===== src/rtl/ecc_fault_ctl.sv =====
module ecc_fault_ctl #(
  parameter int AW = 16,
  parameter int DW = 32
) (
  input  logic          clk,
  input  logic          rst_n,
  input  logic          reg_we,
  input  logic [1:0]    reg_sel,
  input  logic [7:0]    reg_wdata,
  output logic [7:0]    reg_rdata,
  input  logic          cmd_done,
  input  logic          arr_rd,
  input  logic          ecc_sgl,
  input  logic          ecc_dbl,
  input  logic [AW-1:0] arr_addr,
  input  logic [DW-1:0] arr_data,
  output logic          irq_cmd,
  output logic          irq_sgl,
  output logic          irq_dbl,
  output logic [AW-1:0] cap_addr,
  output logic [DW-1:0] cap_data,
  output logic          cap_dbl
);
  localparam logic [1:0] SEL_CFG = 2'd0;
  localparam logic [1:0] SEL_IEN = 2'd1;
  localparam logic [1:0] SEL_STS = 2'd2;

  logic cc_ie, ign_sf, frc_df, frc_sf;
  logic ie_df, ie_sf;
  logic flg_df, flg_sf;
  logic cap_valid;

  wire wr_cfg = reg_we && reg_sel == SEL_CFG;
  wire wr_ien = reg_we && reg_sel == SEL_IEN;
  wire wr_sts = reg_we && reg_sel == SEL_STS;

  wire real_df = arr_rd && ecc_dbl;
  wire real_sf = arr_rd && ecc_sgl && !ecc_dbl && !ign_sf;
  wire set_df  = real_df || (arr_rd && frc_df);
  wire set_sf  = real_sf || (arr_rd && frc_sf && !ign_sf);
  wire clr_df  = wr_sts && reg_wdata[1];
  wire clr_sf  = wr_sts && reg_wdata[0];

  wire cap_rel  = cap_valid && (cap_dbl ? clr_df : clr_sf);
  wire cap_load = (real_df || real_sf) && (!cap_valid || cap_rel);

  always_ff @(posedge clk or negedge rst_n) begin
    if (!rst_n) begin
      cc_ie  <= 1'b0;
      ign_sf <= 1'b0;
      frc_df <= 1'b0;
      frc_sf <= 1'b0;
    end else if (wr_cfg) begin
      cc_ie  <= reg_wdata[7];
      ign_sf <= reg_wdata[4];
      frc_df <= reg_wdata[1];
      frc_sf <= reg_wdata[0];
    end
  end

  always_ff @(posedge clk or negedge rst_n) begin
    if (!rst_n) begin
      ie_df <= 1'b0;
      ie_sf <= 1'b0;
    end else if (wr_ien) begin
      ie_df <= reg_wdata[1];
      ie_sf <= reg_wdata[0];
    end
  end

  always_ff @(posedge clk or negedge rst_n) begin
    if (!rst_n) begin
      flg_df <= 1'b0;
      flg_sf <= 1'b0;
    end else begin
      if (set_df)      flg_df <= 1'b1;
      else if (clr_df) flg_df <= 1'b0;
      if (set_sf)      flg_sf <= 1'b1;
      else if (clr_sf) flg_sf <= 1'b0;
    end
  end

  always_ff @(posedge clk or negedge rst_n) begin
    if (!rst_n) begin
      cap_valid <= 1'b0;
      cap_dbl   <= 1'b0;
      cap_addr  <= '0;
      cap_data  <= '0;
    end else if (cap_load) begin
      cap_valid <= 1'b1;
      cap_dbl   <= real_df;
      cap_addr  <= arr_addr;
      cap_data  <= arr_data;
    end else if (cap_rel) begin
      cap_valid <= 1'b0;
    end
  end

  always_comb begin
    case (reg_sel)
      SEL_CFG: reg_rdata = {cc_ie, 2'b00, ign_sf, 2'b00, frc_df, frc_sf};
      SEL_IEN: reg_rdata = {6'd0, ie_df, ie_sf};
      SEL_STS: reg_rdata = {6'd0, flg_df, flg_sf};
      default: reg_rdata = 8'h00;
    endcase
  end

  assign irq_cmd = cc_ie && cmd_done;
  assign irq_sgl = flg_sf && ie_sf;
  assign irq_dbl = flg_df && ie_df;
endmodule



===== config.mk =====
export PLATFORM = sky130hd
export DESIGN_NAME = ecc_fault_ctl
export DESIGN_NICKNAME = d
export VERILOG_FILES = /design/src/rtl/ecc_fault_ctl.sv
export SDC_FILE = /design/constraint.sdc
export NUM_CORES = 1
export LEC_CHECK = 0
export BUFFER_PORTS_ARGS = -buffer_cell sky130_fd_sc_hd__buf_2
export CORE_UTILIZATION = 40
export CTS_BUF_LIST = sky130_fd_sc_hd__clkbuf_2
export CTS_CLUSTER_DIAMETER = 40
export DETAILED_ROUTE_END_ITERATION = 12
export PLACE_DENSITY = 0.72
export RECOVER_POWER = 25
export SYNTH_ARGS = -nofsm -noshare
export SYNTH_HDL_FRONTEND = slang
export SYNTH_SLANG_ARGS = --single-unit

===== constraint.sdc =====
create_clock -name clk -period 2.18 [get_ports clk]
set_clock_uncertainty 0.15 [all_clocks]
set_input_delay 0.545 -clock clk [delete_from_list [all_inputs] [get_ports clk]]
set_output_delay 0.545 -clock clk [all_outputs]
set_load 0.01 [all_outputs]

-- Word level (Yosys, flattened, before mapping)
Index checks and enable logic that the tools add are counted.
Widths: inputs -> output; s select.
- bits in registers: 58
- latch bits: 0
- memory bits (writable): 0
- ROM bits: 0
- input bits: 65
- output and inout port bits: 60
- logic and storage cells: 50
- memories kept: 0
- add/sub/neg operators: 0
- $mul: 0
- div/mod/pow operators: 0
- magnitude comparators: 0
- eq/ne operators: 2
- shift-type cells: 0
- multiplexer cells: 8
- bitwise operators: 0
- reductions and logical operators: 28
- operators with widths (cell ; count):
    $pmux 8 s3 ; 1
    $logic_and 1x1->1 ; 17
    $mux 1 ; 7
    $reduce_bool 2->1 ; 3
    $logic_or 1x1->1 ; 4
    $logic_not 1->1 ; 3
    $eq 2x1->1 const B ; 1
    $eq 2x2->1 const B ; 1
    $logic_not 2->1 ; 1

-- Logic depth before layout (Yosys ltp)
Gate-level depths: netlist of run 1.
- word-level depth: 8
- mapped depth: 7
- depth with buffers taken out: 4

-- Worst setup path after synthesis of run 1
Ideal clock, no wire load.
- path kind: input-to-reg
- from: input reg_sel[0]
- to: register cap_addr[10]
- library setup time: 0.125 ns
- arrival: 1.765 ns
- data required time: 1.905 ns
- slack: 0.140 ns
- cell stages on the path: 7
- buffers on the path: 3
- cell sequence: buf_6 and4b_4 o2bb2ai_2 nor2_4 buf_6 buf_12 mux2_4
- word-level cells in the longest chain between the ends: 7
- elaborated cells on any way between the ends: 8
- classes of those cells: eq/ne: 1; mux: 1; reduce/logical: 6
- RTL lines (element ; line ; RTL):
    from (decl) ; 8 ; input logic [1:0] reg_sel,
    $eq 2x2->1 * ; 35 ; wire wr_sts = reg_we && reg_sel == SEL_STS;
    $logic_and 1x1->1 * ; 35 ;
    $logic_and 1x1->1, on equally long branches ; 42, 41 ;
    $mux 1 * ; 44 ; wire cap_rel = cap_valid && (cap_dbl ? clr_df : clr_sf);
    $logic_and 1x1->1 * ; 44 ;
    $logic_or 1x1->1 * ; 45 ; wire cap_load = (real_df || real_sf) && (!cap_valid || cap_rel);
    $logic_and 1x1->1 * ; 45 ;
    to (signal assigned) ; 92 ; cap_addr <= arr_addr;
    to (decl) ; 20 ; output logic [AW-1:0] cap_addr,
Every way passes the cells marked *; elsewhere a longest branch is shown, timed or not.
A chain may end at the register's enable or synchronous reset.

-- Worst setup path in the final report of run 1
- from: input reg_sel[0]
- to: output reg_rdata[1]
- word-level cells in the longest chain between the ends: 2
- elaborated cells on any way between the ends: 4
- classes of those cells: eq/ne: 2; mux: 1; reduce/logical: 1
- RTL lines (element ; line ; RTL):
    $eq 2x2->1, or another cell as far along ; 100 ; case (reg_sel)
    $pmux 8 s3 * ; 100 ;
    to (decl) ; 10 ; output logic [7:0] reg_rdata,
Marked as above.

==> results of run 1 <==
-- power groups by stage --
stage	clock network (mW)	logic [mW]	registers [mW]
after global placement	0	1.64	1.80
after global routing	0.594	1.79	1.86
final	0.515	1.64	1.80
after CTS	0.547	1.67	1.80
after floorplan	0	0.797	2.05
after detailed placement	0	1.66	1.82
-- worst reg2reg max path: stages (launching register included) --
cell and delay (ns):
dfrtp_1 0.40, nor2b_1 0.15, o2bb2ai_2 0.14, nor2_4 0.17, buf_12 0.23, mux2_2 0.36
-- how the worst min path moves through the flow --
stage	end	slack, ns
after floorplan	cap_addr[0]	0.1
after global placement	cap_data[21]	0.33
after detailed placement	cap_addr[1]	0.34
after CTS	cap_addr[6]	0.12
after global routing	cap_addr[8]	0.1
final	cap_addr[9]	0.16
-- sequential cells by signal, summed over array words and instances (netlist names) --
signal,cells
cap_data,32
cap_addr,16
cap_dbl,1
cap_valid,1
cc_ie,1
flg_df,1
flg_sf,1
frc_df,1
frc_sf,1
ie_df,1
ie_sf,1
ign_sf,1
-- area by class of cell --
cell class                 count  area [sq um]  share of cell area [%]
tap                           75          93.8                    2.94
multi-input combinational     91           918                    28.7
timing repair buffer         121           646                    20.2
clock buffer                  12          60.1                    1.88
sequential                    58          1450                    45.4
inverter                       2          7.51                   0.235
clock inverter                 4          18.8                   0.587
-- cell usage in the layout (no fill, tap or decap) --
cell	count
conb_1	4
mux2_4	20
clkinv_2	3
a32oi_1	1
nand4b_1	1
clkbuf_4	1
o2bb2ai_2	1
buf_4	1
nand3b_1	1
mux2_2	34
nor2b_1	3
nand2b_1	2
buf_12	2
o21ai_0	6
nor2_4	1
a21oi_1	1
dfrtp_1	58
clkinv_1	1
clkbuf_2	12
dlygate4sd3_1	1
nor2_1	1
o21ai_2	1
and2_1	5
mux2i_1	2
and4b_4	1
inv_1	2
nand2_1	5
buf_2	116
and2_0	1
-- cell usage after synthesis --
cell type  instances
dfrtp_1           58
mux2_2            34
mux2_4            20
buf_4              6
o21ai_0            6
and2_1             5
nand2_1            5
nor2b_1            3
buf_12             2
buf_6              2
inv_1              2
mux2i_1            2
nand2b_1           2
a21oi_1            1
a32oi_1            1
and2_0             1
and4b_4            1
conb_1             1
nand3b_1           1
nand4b_1           1
nor2_1             1
nor2_4             1
o21ai_2            1
o2bb2ai_2          1
-- kinds of logic after synthesis --
logic type / after synthesis / share of synthesized area, %
DFF: 58 / 58.7
muxes: 56 / 28.4
and+or+nand+nor: 21 / 5.36
buffers and inverters: 12 / 4.65
AOI/OAI and AO/OA: 10 / 2.73
other: 1 / 0.152
-- routing by layer --
layer | wire length (microns) | vias up
li1 | - | 791
met1 | 2030 | 797
met2 | 2030 | 83
met3 | 334 | 11
met4 | 101 | 0
met5 | 0 | -
==> metrics, run 1 <==
status=finished, final reports clean; Setup crit start kind=primary input; hold-critical path depth=2; Max Cap Viol=0; met3 Use GR=4.77%; Post-Syn Area=between 2000 and 2500 sq um; worst setup path end=reg_rdata[1]; Crit Reg-Reg Endpoint=cap_data[21]; clk_lat worst skew=between 0.4 and 0.5 ns; clock power share=approximately an eighth; dpl cell area=approximately 3100 sq um; overall routing resource usage=14.6%; Resize count post-CTS=0; met2 usage=about a quarter; first-pass GRT wire length=7030 microns; final setup margin=~0.24 ns; clk root buf=clkbuf_2; Crit-path slowest cell=buf_2; sw frac=between 30% and 40%; critical hold path startpoint=arr_addr[9]; Bufs and invs on worst path=3; final non-filler cell total=363; Fin Setup TNS=0 ns; post-CTS setup buffers=0; crit-path leading delay family=buffers and inverters; vias per std cell=around 4.6; post-synthesis sequential area ratio=about three fifths; worst slew margin relative to its limit=between 40% and 50%; CP endpoint kind=output port; Starting DRT DRC Count=57; share of cells above drive strength 1=about two thirds; required time of the critical path=1.48 ns; max incr delay on CP=0.16 ns; fin crit period=about 1.9 ns; antenna violations before repair=0; yosys warns=0; DP Wirelength=3170 microns; TritonCTS buffer count=9; top cell type's share of synthesized area=58.7%; Syn Inst Count=~160; drt total wl=4500 microns; Reg clk slew, reported paths=between 0.15 and 0.2 ns; largest cells by area after synthesis=dfrtp_1 59%, mux2_2 15%, mux2_4 12%; Combinational Power Share=41.5%; most used routing layer=met2; Die H=slightly above 80 microns; #FFs+latches synth=between 50 and 60; H-tree Lvls=3; Synth area leader=dfrtp_1; flop-to-flop setup slack=0.47 ns; io pins=between 100 and 150; largest net degree at the start of global routing=59; final core occ=between 50 and 60%; Max Buffers Root-to-Sink=2; CTS tree=done; die area=about 6500 sq um; Hold Buf Count CTS=1; arrival time worst endpoint=1.24 ns; grt ovf=0; Setup crit start=reg_sel[0]; core area=5960 sq um; Routed WL per cell=around 12 microns; cell repeated most along the worst path=buf_2; Hold Crit Class=primary input to register; worst slew pin tran=~0.77 ns; Setup CP Type=primary input to output port; row count=28; Peak supply drop=a little under 0.7 mV; GRT met1 Usage=17.4%; hold slack=about 0.16 ns; number of hold violations in the final report=0; post-route design area=around 3200 sq um; Die W=80.6 microns; routability cong.=0.800; placed cells=between 300 and 400; synthesis-to-layout area growth=29.2%; reg2reg path depth=5; Final #Nets=348; Achievable Freq=around 520 MHz; Final Cycle Share=88.9%; Place WS=approximately 0.03 ns; clk sinks=between 50 and 60; post-route ant nets=0; number of remaining DRC errors=0; Post-Syn Area per Cell=about 16 sq um; setup repair after global routing missed its margin=false; endpoints failing setup=0; DR vias=about 1.7k; max-slew violations=0; number of buffers added on ports=roughly 120; sw power=around 1.3 mW; top fanout value on the critical path=4; P_leak=1.62 nW; filler cell count=approximately 530; Worst path depth=6; internal power=2.66 mW; total power=roughly 4.0 mW; sequential power share=a little under half; PwrDens=between 1000 and 1500 nW/um^2; RR Startpoint=cap_valid; critical path cell sequence=buf_2 > buf_4 > nor2b_1 > nand2_1 > o21ai_0 > buf_2; Initial Util=between 40 and 50%; drt pass-1 iters=3; antenna cell count=0; vias in the first global route=1,651; library cells used by synthesis=24
Power figures use the tool's default switching activity.
==> inputs of run 2 (changes only) <==
--- a/config.mk
+++ b/config.mk
@@ -5,12 +5,11 @@
 export SDC_FILE = /design/constraint.sdc
 export NUM_CORES = 1
 export LEC_CHECK = 0
-export BUFFER_PORTS_ARGS = -buffer_cell sky130_fd_sc_hd__buf_2
 export CORE_UTILIZATION = 40
 export CTS_BUF_LIST = sky130_fd_sc_hd__clkbuf_2
 export CTS_CLUSTER_DIAMETER = 40
 export DETAILED_ROUTE_END_ITERATION = 12
-export PLACE_DENSITY = 0.72
+export DONT_BUFFER_PORTS = 1
 export RECOVER_POWER = 25
 export SYNTH_ARGS = -nofsm -noshare
 export SYNTH_HDL_FRONTEND = slang
==> constraint.sdc (replaced) <==
create_clock -name clk -period 2.18 [get_ports clk]
set_clock_uncertainty 0.15 [all_clocks]
set_input_delay 0.436 -clock clk [delete_from_list [all_inputs] [get_ports clk]]
set_output_delay 0.436 -clock clk [all_outputs]
set_load 0.01 [all_outputs]
==> run 2 against run 1 <==
Cell count shrank 17%; sequential share of layout area shrank 0.14 points; critical path depth shrank 4; global-route usage grew 1.9 points; combinational power shrank 42%; die area is the same; fmax grew 4.4%; sequential power grew 19%; clock power grew 48%; worst hold slack lost 0.018 ns; largest cell class unchanged; largest power group unchanged; highest routed layer unchanged.
==> metrics, run 2 (synthesis gave the netlist of run 1 again) <==
status=finished, final reports clean; Initial Util=about two fifths; Reg clk slew, reported paths=0.16 ns; Hold Crit Class=primary input to register; top fanout value on the critical path=58; area of the multi-input gates=between 900 and 1000 sq um; TritonCTS buffer count=9; Routed WL per cell=approximately 17 microns; worst slew pin tran=1.37 ns; Crit Reg-Reg Endpoint=cap_addr[0]; Achievable Freq=about 540 MHz; internal power=around 2.6 mW; Crit-path slowest cell=clkbuf_2; overall routing resource usage=16.6%; die area=6500 sq um; filler cell count=519; biggest regs=cap_data: 32 flops, cap_addr: 16 flops; io pins=approximately 130; Setup crit start=rst_n; number of buffers added on ports=0; Fin Setup TNS=0 ns; Final #Nets=roughly 290; vias in the first global route=approximately 1.6k; PwrDens=1200 nW/um^2; number of remaining DRC errors=0; DR vias=roughly 1.5k; fin crit period=1.86 ns; P_leak=1.39 nW; DP Wirelength=between 2000 and 3000 microns; Max Buffers Root-to-Sink=2; Peak supply drop=between 0.6 and 0.7 mV; most common cell after layout, fill and taps aside=dfrtp_1; routability cong.=roughly 0.76; drt total wl=~5100 microns; Setup CP Type=primary input to async pin; clock power share=roughly a fifth; Combinational Power Share=24.7%; Bufs and invs on worst path=2; max incr delay on CP=~1 ns; first-pass GRT wire length=a little under 8000 microns; Starting DRT DRC Count=a little over 80; Reg with most FFs=cap_data; clk_lat worst skew=between 0.4 and 0.5 ns; critical path cell sequence=dlygate4sd3_1 > clkbuf_2; final core occ=a little over half; sw power=~1.3 mW; Max Cap Viol=0; post-route ant nets=0; CTS tree=done; CP endpoint kind=async pin; core area=5960 sq um; most frequent cells in the layout=58 x dfrtp_1, 57 x dlygate4sd3_1, 34 x mux2_2; flop-to-flop setup slack=about 0.40 ns; arrival time worst endpoint=just over 2 ns; worst slew margin relative to its limit=around 8.7%; worst setup path end=cap_addr[4]; Die W=80.6 microns; max reg flops=32; Die H=80.6 microns; H-tree Lvls=3; reg2reg path depth=5; vias per std cell=just under 5; row count=28; synthesis-to-layout area growth=29.6%; required time of the critical path=2.35 ns; final setup margin=around 0.32 ns; RR Startpoint=cap_dbl; Worst path depth=2; sw frac=approximately 33%; grt ovf=0; antenna violations before repair=0; share of cells above drive strength 1=between 30% and 40%; setup repair after global routing missed its margin=false; drt pass-1 iters=3; endpoints failing setup=0; Setup crit start kind=primary input; number of hold violations in the final report=0; Place WS=between 0.2 and 0.3 ns; clk root buf=clkbuf_2; largest net degree at the start of global routing=slightly below 60; total power=roughly 3.8 mW; crit-path leading delay family=buffers and inverters; Final Cycle Share=between 80 and 90%; antenna cell count=0; clk sinks=58; Resize count post-CTS=0; sequential power share=between 50% and 60%; Register Area=roughly 1500 sq um; max-slew violations=0
run 2: cell types whose count changed in the layout (fill, tap and decap cells not counted):
cell / before / now
buf_12: 2 / 1
dlygate4sd3_1: 1 / 57
clkbuf_4: 1 / 0
bufinv_16: 0 / 2
clkinv_2: 3 / 2
clkinvlp_4: 0 / 1
buf_2: 116 / 0
clkbuf_2: 12 / 11
run 2: how the worst min path moves through the flow:
stage | start | endpoint | slack (ns) | cells past startpoint
2_1_floorplan | rst_n | cap_addr[0] | -0.01 | 0
3_3_place_gp | rst_n | cap_addr[12] | -0.008 | 0
3_5_place_dp | rst_n | cap_data[1] | -0.008 | 0
4_1_cts | reg_we | ie_df | 0.07 | 2
5_1_grt | reg_we | ie_df | 0.09 | 2
6_report | reg_we | ie_df | 0.14 | 2
run 2: layer usage:
metal  vias to the layer above  track usage (%)  wire length [microns]
met5                         -                0                      0
met1                       723             18.7                   2080
met4                         0             8.93                     72
li1                        672                -                      -
met3                         9             6.36                    342
met2                        72             26.9                   2590
run 2: area by class of cell:
cell class	count	share of cell area, %
Clock buffer	10	1.56
Sequential cell	58	45.3
Inverter	2	0.234
Tap cell	75	2.93
Clock inverter	6	2.54
Timing Repair Buffer	60	18.8
Multi-Input combinational cell	91	28.6
run 2: metrics by stage:
stage,area (sq um),instances,hold slack [ns]
global placement,2500,228,-0.00836
detailed placement,2500,228,-0.00838
CTS,3230,302,0.0749
floorplan,2480,161,-0.00959
finish,3210,302,0.139
global route,3210,302,0.0871
run 2: repair_timing:
action,CTS,global route
setup buffers,0,0
endpoints found under the hold margin,116,0
hold buffers,58,0
run 2: power groups by stage:
| stage | sequential, mW | clock [mW] | combinational (mW) |
|---|---|---|---|
| floorplan | 2.05 | 0 | 0.797 |
| global placement | 2.15 | 0 | 0.806 |
| detailed placement | 2.15 | 0 | 0.843 |
| CTS | 2.14 | 0.786 | 0.957 |
| global route | 2.21 | 0.842 | 1.04 |
| finish | 2.14 | 0.761 | 0.951 |
